### config.mk
export PLATFORM = sky130hd
export DESIGN_NAME = dfifo
export DESIGN_NICKNAME = d
export VERILOG_FILES = /design/src/rtl/dfifo_pkg.sv /design/src/rtl/dfifo_ptr.sv /design/src/rtl/dfifo_mem.sv /design/src/rtl/dfifo_flags.sv /design/src/rtl/dfifo.sv
export SDC_FILE = /design/constraint.sdc
export NUM_CORES = 1
export LEC_CHECK = 0
export ABC_AREA = 1
export BUFFER_PORTS_ARGS = -buffer_cell sky130_fd_sc_hd__buf_2
export CORE_MARGIN = 2
export CORE_UTILIZATION = 35
export CTS_CLUSTER_SIZE = 16
export DETAILED_ROUTE_END_ITERATION = 7
export SLEW_MARGIN = 20
export SYNTH_ARGS = -nofsm -noshare
export SYNTH_HDL_FRONTEND = slang
export SYNTH_HIERARCHICAL = 1
export SYNTH_SLANG_ARGS = --single-unit
### constraint.sdc
create_clock -name clk_i -period 6.1 [get_ports clk_i]
set_input_delay 0 -clock clk_i [delete_from_list [all_inputs] [get_ports clk_i]]
set_output_delay 0 -clock clk_i [all_outputs]
set_load 0.03 [all_outputs]
### src/rtl/dfifo_pkg.sv
package dfifo_pkg;
  typedef enum logic [1:0] {
    PTR_BIN  = 2'd0,
    PTR_GRAY = 2'd1,
    PTR_LFSR = 2'd2
  } ptr_kind_e;

  function automatic int unsigned capacity(input int unsigned aw, input ptr_kind_e kind);
    return (kind == PTR_LFSR) ? (32'd1 << aw) - 1 : (32'd1 << aw);
  endfunction
endpackage

### src/rtl/dfifo_ptr.sv
module dfifo_ptr #(
  parameter int unsigned          AW   = 2,
  parameter dfifo_pkg::ptr_kind_e KIND = dfifo_pkg::PTR_BIN
) (
  input  logic          clk_i,
  input  logic          rst_ni,
  input  logic          adv_i,
  output logic [AW-1:0] ptr_o
);
  import dfifo_pkg::*;

  generate
    if (KIND == PTR_LFSR) begin : g_lfsr
      // taps AW, AW-1: maximal length for AW = 2..4
      localparam logic [AW-1:0] SEED = {{(AW-1){1'b0}}, 1'b1};
      logic [AW-1:0] st_q;
      always_ff @(posedge clk_i or negedge rst_ni) begin
        if (!rst_ni)    st_q <= SEED;
        else if (adv_i) st_q <= {st_q[AW-2:0], st_q[AW-1] ^ st_q[AW-2]};
      end
      assign ptr_o = st_q;

      AST_LFSR_NONZERO: assert property (@(posedge clk_i) disable iff (!rst_ni)
        ptr_o != '0);
    end else if (KIND == PTR_GRAY) begin : g_gray
      logic [AW-1:0] bin_q;
      always_ff @(posedge clk_i or negedge rst_ni) begin
        if (!rst_ni)    bin_q <= '0;
        else if (adv_i) bin_q <= bin_q + 1'b1;
      end
      assign ptr_o = bin_q ^ (bin_q >> 1);

      AST_GRAY_ONE_BIT: assert property (@(posedge clk_i) disable iff (!rst_ni)
        $countones(ptr_o ^ $past(ptr_o)) <= 1);
    end else begin : g_bin
      logic [AW-1:0] bin_q;
      always_ff @(posedge clk_i or negedge rst_ni) begin
        if (!rst_ni)    bin_q <= '0;
        else if (adv_i) bin_q <= bin_q + 1'b1;
      end
      assign ptr_o = bin_q;
    end
  endgenerate

  AST_PTR_HOLD: assert property (@(posedge clk_i) disable iff (!rst_ni)
    !adv_i |=> $stable(ptr_o));
endmodule

### src/rtl/dfifo_mem.sv
module dfifo_mem #(
  parameter int unsigned DW = 8,
  parameter int unsigned AW = 2
) (
  input  logic          clk_i,
  input  logic          rst_ni,
  input  logic          we_i,
  input  logic [AW-1:0] waddr_i,
  input  logic [DW-1:0] wdata_i,
  input  logic          re_i,
  input  logic [AW-1:0] raddr_i,
  output logic [DW-1:0] rdata_o
);
  localparam int unsigned DEPTH = 1 << AW;

  logic [DW-1:0] mem_q [DEPTH];
  logic [DW-1:0] rdata_q;

  always_ff @(posedge clk_i) begin
    if (we_i) mem_q[waddr_i] <= wdata_i;
  end

  always_ff @(posedge clk_i or negedge rst_ni) begin
    if (!rst_ni)   rdata_q <= '0;
    else if (re_i) rdata_q <= mem_q[raddr_i];
  end

  assign rdata_o = rdata_q;

  AST_RDATA_HOLD: assert property (@(posedge clk_i) disable iff (!rst_ni)
    !re_i |=> $stable(rdata_o));
endmodule

### src/rtl/dfifo_flags.sv
module dfifo_flags #(
  parameter int unsigned AW = 2
) (
  input  logic          clk_i,
  input  logic          rst_ni,
  input  logic [AW-1:0] wptr_i,
  input  logic [AW-1:0] rptr_i,
  input  logic          wr_acc_i,
  input  logic          rd_acc_i,
  output logic          full_o,
  output logic          empty_o
);
  logic dir_q; // 1: last occupancy change was upward
  logic same;

  always_ff @(posedge clk_i or negedge rst_ni) begin
    if (!rst_ni)                    dir_q <= 1'b0;
    else if (wr_acc_i && !rd_acc_i) dir_q <= 1'b1;
    else if (rd_acc_i && !wr_acc_i) dir_q <= 1'b0;
  end

  assign same    = (wptr_i == rptr_i);
  assign full_o  = same &  dir_q;
  assign empty_o = same & ~dir_q;

  AST_FULL_EMPTY_EXCL: assert property (@(posedge clk_i) disable iff (!rst_ni)
    !(full_o && empty_o));
  AST_BOTH_KEEP_DIR: assert property (@(posedge clk_i) disable iff (!rst_ni)
    (wr_acc_i && rd_acc_i) |=> $stable(dir_q));
endmodule

### src/rtl/dfifo.sv
module dfifo #(
  parameter int unsigned          DW   = 8,
  parameter int unsigned          AW   = 2,
  parameter dfifo_pkg::ptr_kind_e KIND = dfifo_pkg::PTR_BIN
) (
  input  logic          clk_i,
  input  logic          rst_ni,
  input  logic          wr_en_i,
  input  logic [DW-1:0] wr_data_i,
  input  logic          rd_en_i,
  output logic [DW-1:0] rd_data_o,
  output logic          full_o,
  output logic          empty_o
);
  logic [AW-1:0] wptr, rptr;
  logic          wr_acc, rd_acc;

  assign wr_acc = wr_en_i & ~full_o;
  assign rd_acc = rd_en_i & ~empty_o;

  dfifo_ptr #(.AW(AW), .KIND(KIND)) u_wptr (
    .clk_i(clk_i), .rst_ni(rst_ni), .adv_i(wr_acc), .ptr_o(wptr)
  );

  dfifo_ptr #(.AW(AW), .KIND(KIND)) u_rptr (
    .clk_i(clk_i), .rst_ni(rst_ni), .adv_i(rd_acc), .ptr_o(rptr)
  );

  dfifo_mem #(.DW(DW), .AW(AW)) u_mem (
    .clk_i(clk_i), .rst_ni(rst_ni),
    .we_i(wr_acc), .waddr_i(wptr), .wdata_i(wr_data_i),
    .re_i(rd_acc), .raddr_i(rptr), .rdata_o(rd_data_o)
  );

  dfifo_flags #(.AW(AW)) u_flags (
    .clk_i(clk_i), .rst_ni(rst_ni),
    .wptr_i(wptr), .rptr_i(rptr),
    .wr_acc_i(wr_acc), .rd_acc_i(rd_acc),
    .full_o(full_o), .empty_o(empty_o)
  );

  AST_NO_OVERFLOW: assert property (@(posedge clk_i) disable iff (!rst_ni)
    (full_o && wr_en_i && !rd_en_i) |=> full_o);
  AST_NO_UNDERFLOW: assert property (@(posedge clk_i) disable iff (!rst_ni)
    (empty_o && rd_en_i && !wr_en_i) |=> empty_o);
  AST_BOTH_MID: assert property (@(posedge clk_i) disable iff (!rst_ni)
    (wr_en_i && rd_en_i && !full_o && !empty_o) |=> (!full_o && !empty_o));
  AST_FULL_BOTH: assert property (@(posedge clk_i) disable iff (!rst_ni)
    (full_o && wr_en_i && rd_en_i) |=> !full_o);
  AST_EMPTY_BOTH: assert property (@(posedge clk_i) disable iff (!rst_ni)
    (empty_o && wr_en_i && rd_en_i) |=> !empty_o);
endmodule

== Yosys cells after proc, flatten, opt, wreduce, memory -nomap -nowiden ==
Memory sizes are Yosys's and may differ from the RTL's. A register that Yosys moved wholly into a read port is not among the register bits.
Index checks and enable logic that the tools add are counted.
Operators by class
  reductions and logical operators: 6
  multiplexer cells: 4
  add/sub/neg operators: 2
  bitwise gates (word level): 7
  equal/unequal tests: 1
Operator list (number)
  $add 2x1->2 const B: 2
  $and 1x1->1: 4
  $mux 1: 4
  $logic_not 1->1: 3
  $not 1->1: 3
  $eq 2x2->1: 1
  $logic_and 1x1->1: 2
  $reduce_bool 2->1: 1
Word-level totals
  input bits: 12
  logic and storage cells: 24
  bits in registers: 5
  memories kept: 1
  RAM bits: 32
  output and inout bits: 10
Memory list
  u_mem.mem_q: words 4, width 8, rd ports 1, clocked after memory_dff 1, write ports 1, RTL line dfifo_mem.sv:16  | logic [DW-1:0] mem_q [DEPTH];

== Logic depth before layout (Yosys ltp) ==
  depth in word-level cells: 8
  depth in mapped cells: 10
  mapped depth without buffers: 10

== By module ==
The synthesis kept the hierarchy.
By module, submodules not included
  dfifo_mem: times used 1, area each 1686.6 um^2, cells an instance 167, sequential area each 1161.1 um^2
  dfifo_ptr: times used 2, area each 83.8 um^2, cells an instance 10, sequential area each 50.0 um^2
  dfifo_flags: times used 1, area each 92.6 um^2, cells an instance 15, sequential area each 25.0 um^2
  dfifo: times used 1, area each 20.0 um^2, cells an instance 4, sequential area each 0.0 um^2

== Worst setup path after synthesis ==
OpenSTA, ideal clock, no wires.
  kind: flip-flop to flip-flop
  start point: register u_wptr.g_bin.bin_q[0], in the netlist u_wptr/ptr_o[0]
  end point: memory u_mem.mem_q[0][0], enable pin
  clock period less this slack: 2067 ps
  stages on the path, launching flop included: 7
  setup slack: 4033 ps
  buffers on the path: 0
  data arrival time: 1684 ps
  setup time: 383 ps
  required time: 5717 ps
  cells stage by stage: dfrtp_1 xnor2_1 nand2_1 nor2_1 nor2_2 inv_1 nor3_1
Between the ends
  cells in the longest elaborated chain, start to end: 6
RTL lines
  start, declared: RTL line dfifo_ptr.sv:36  | logic [AW-1:0] bin_q;
  start signal, assigned: RTL line dfifo_ptr.sv:39  | else if (adv_i) bin_q <= bin_q + 1'b1;
  $eq 2x2->1: RTL line dfifo_flags.sv:22  | assign same = (wptr_i == rptr_i);
  $and 1x1->1: RTL line dfifo_flags.sv:23  | assign full_o = same & dir_q;
  via full_o: RTL line dfifo.sv:12  | output logic full_o,
  $not 1->1: RTL line dfifo.sv:18  | assign wr_acc = wr_en_i & ~full_o;
  $and 1x1->1: RTL line dfifo.sv:18
  via wr_acc: RTL line dfifo.sv:16  | logic wr_acc, rd_acc;
  $mux 1: RTL line dfifo_mem.sv:20  | if (we_i) mem_q[waddr_i] <= wdata_i;
  $mux 1 (not written as such): RTL line dfifo_mem.sv:20
  end, declared: RTL line dfifo_mem.sv:16
The timed path passes the listed nets, and every way through them passes these cells.

== Final worst setup path ==
  start point: register u_rptr.g_bin.bin_q[0], in the netlist u_rptr/ptr_o[0]
  end point: memory u_mem.mem_q[0][5], enable pin
Between the ends
  cells in the longest elaborated chain, start to end: 6
RTL lines (RTL line)
  start, declared: dfifo_ptr.sv:36
  start signal, assigned: dfifo_ptr.sv:39
  $eq 2x2->1: dfifo_flags.sv:22
  $and 1x1->1: dfifo_flags.sv:23
  $not 1->1: dfifo.sv:18
  $and 1x1->1: dfifo.sv:18
  via wr_acc: dfifo.sv:16
  $mux 1: dfifo_mem.sv:20
  $mux 1 (not written as such): dfifo_mem.sv:20
The timed path passes the listed nets, and every way through them passes these cells.

==> impl_metrics.json <==
{
  "status": "finished, final reports clean",
  "wl_um": 3520,
  "dpl-instance-area_um2": 2120,
  "grt_use_met2_pct": 20.1,
  "synth_top_area_cell": "edfxtp_1",
  "ios": 22,
  "cts_resized": 0,
  "place.port_buffers": 21,
  "postSynthCellCount": 206,
  "vias": 1298,
  "post_cts_buffers": 0,
  "drive_above_1_share_pct": 14.6,
  "yosys_warnings": 6,
  "slew_headroom_pct": 27.7,
  "synth_area_um2": 1970,
  "worstHoldPathCells": 5,
  "synth-edff-count": 32,
  "fillCellCount": 565,
  "numCtsBuffers": 5,
  "report.final.slew_viol_count": 0,
  "die_area_um2": 6240,
  "yosys_register_bits": 45,
  "synthToLayoutAreaGrowth_pct": 18.3,
  "async_flop_share_pct": 28.9,
  "clk_latency_ns": 0.29,
  "synthDistinctLibCells": 16,
  "period_share_pct": 44.1,
  "htreeDepth": 2,
  "die_x_um": 79.0,
  "crit_path_start_kind": "register",
  "core-area_um2": 5470,
  "drc_errors": 0,
  "critPathMaxFanout": 21,
  "synth.top_cell.area_share_pct": 48.9,
  "holdBufCountCts": 9,
  "fp.dieH_um": 79.0,
  "grt_overflow_total": 0,
  "powerDensity_nw_per_um2": 470,
  "ys.flop_type": "edfxtp_1",
  "path_class": "reg2reg",
  "regArea_um2": 1290,
  "min_period_ns": 2.69,
  "p_leak_uw": 0.00115,
  "tns_ns": 0,
  "stdcell_count": 311,
  "peakVddDrop_v": 0.000148,
  "path_clk_slew_ns": 0.08,
  "place.gp.congestion": 0.806,
  "arrival_ns": 2.61,
  "first_global_vias": 1238,
  "hold_viol": 0,
  "n_antenna_cell": 0,
  "rows": 27,
  "wire_per_inst_um": 11.3,
  "synth.most_common_cell": "nand2_1",
  "fin_area_um2": 2330,
  "ys_seq_area_share_pct": 65.4,
  "grt_usage_pct": 12.5,
  "grt_max_degree": 22,
  "use_met1_pct": 15.6,
  "hp-class": "in2reg",
  "fin_nets": 251,
  "synth_fp_nets": 219,
  "worstPathRequired_ns": 6.01,
  "cts_buffer_depth": 2,
  "drt_iter0_drc": 113,
  "yosys-top-cells-count": "nand2_1, inv_1, edfxtp_1",
  "cts_root_buf": "clkbuf_8",
  "fin_skew_ns": 0.00482,
  "use_met3_pct": 2.39,
  "antenna_found_initial": 0,
  "busiest_layer": "met2",
  "start_util_pct": 35.9,
  "avgSynthCellArea_um2": 9.55,
  "via_per_inst": 4.17,
  "multiInputGateArea_um2": 463,
  "hpwl_um": 2620,
  "cap_viol_max_count": 0,
  "synthTopCellsByArea": "edfxtp_1, dfrtp_1, nand2_1",
  "rsz0062_at_grt": "no",
  "tightest_slew_ns": 1.08,
  "finalSetupViolations": 0,
  "grt_pass1_wl_um": 5800,
  "reg2reg_depth": 6,
  "antenna_left": 0,
  "place_inst": 294,
  "max_freq_mhz": 372,
  "drtPass1Iterations": 4,
  "cts.sinks": 45,
  "crit_path_end_kind": "register",
  "cts_tree": "done"
}
[worst paths after layout]
| check | startpoint | end | slack [ns] |
|---|---|---|---|
| hold reg to reg | u_mem/rdata_o[3]$_DFFE_PN0P_ | u_mem/rdata_o[3]$_DFFE_PN0P_ | 0.48 |
| hold / removal | wr_en_i | u_wptr/ptr_o[1]$_DFFE_PN0P_ | 0.06 |
| min in group asynchronous | rst_ni | u_mem/rdata_o[6]$_DFFE_PN0P_ | 0.11 |
| max in group asynchronous | rst_ni | u_rptr/ptr_o[0]$_DFFE_PN0P_ | 5.76 |
| setup reg to reg | u_rptr/ptr_o[0]$_DFFE_PN0P_ | u_mem/mem_q[0][5]$_DFFE_PP_ | 3.41 |
| setup / recovery | u_rptr/ptr_o[0]$_DFFE_PN0P_ | u_mem/mem_q[0][5]$_DFFE_PP_ | 3.41 |
[sequential cells by signal, indices dropped and copies added, names as in the netlist]
register       cells
u_mem/mem_q       32
u_flags/dir_q      1
u_rptr/ptr_o       2
u_wptr/ptr_o       2
u_mem/rdata_o      8
[layer usage]
layer  vias up  share of wire (%)  routed length [µm]
li1        688                  -                   -
met2        30                 46                1630
met4         0                2.4                  83
met3         7                3.8                 135
met5         -                  0                   0
met1       573                 47                1670
[power breakdown]
group          switching (µW)  total [µW]  internal [µW]
Combinational             261         384            123
Sequential               71.9         494            422
Clock                    94.4         215            120
[critical path: stages (launching register included)]
cell and delay, ns:
dfrtp_1 0.80, xnor2_1 0.15, nand2_1 0.11, nor2_1 0.06, nor2_2 0.21, inv_1 0.14, nor3_1 0.84
[area by class of cell]
type | count | share of cell area, %
Clock buffer | 5 | 2.96
Clock inverter | 3 | 1.77
Inverter | 48 | 7.85
Multi-Input combinational cell | 108 | 19.9
Sequential cell | 45 | 55.3
Tap cell | 72 | 3.87
Timing Repair Buffer | 30 | 8.39
[through the flow]
step	setup WS [ns]	utilization, %	power [µW]	hold WS, ns
finish	3.41	42.5	1090	0.0643
global placement	3.52	38.8	876	-0.0986
floorplan	4.03	-	796	-0.296
global route	3.18	42.5	1180	0.102
detailed placement	3.47	38.8	878	-0.0943
CTS	3.44	42.4	1100	0.0568
[layout by cell type, fill, tap and decap left out, drive strengths merged]
| cell | n |
|---|---|
| a21oi | 1 |
| clkinvlp | 1 |
| clkinv | 1 |
| nor3 | 4 |
| clkbuf | 5 |
| xnor2 | 1 |
| dfrtp | 13 |
| inv | 48 |
| ha | 1 |
| bufinv | 1 |
| nand3 | 18 |
| dlygate4sd3 | 9 |
| nand2 | 74 |
| nor2 | 9 |
| buf | 21 |
| edfxtp | 32 |
[logic make-up after synthesis]
group	count (synthesis)	share of synthesized area, %
buf+inv	53	11.3
fa+ha+maj	1	0.636
flops	45	65.4
simple gates	105	21.9
xor+xnor	1	0.445
compound gates	1	0.254
No activity file was read; power rests on OpenSTA's default activity.
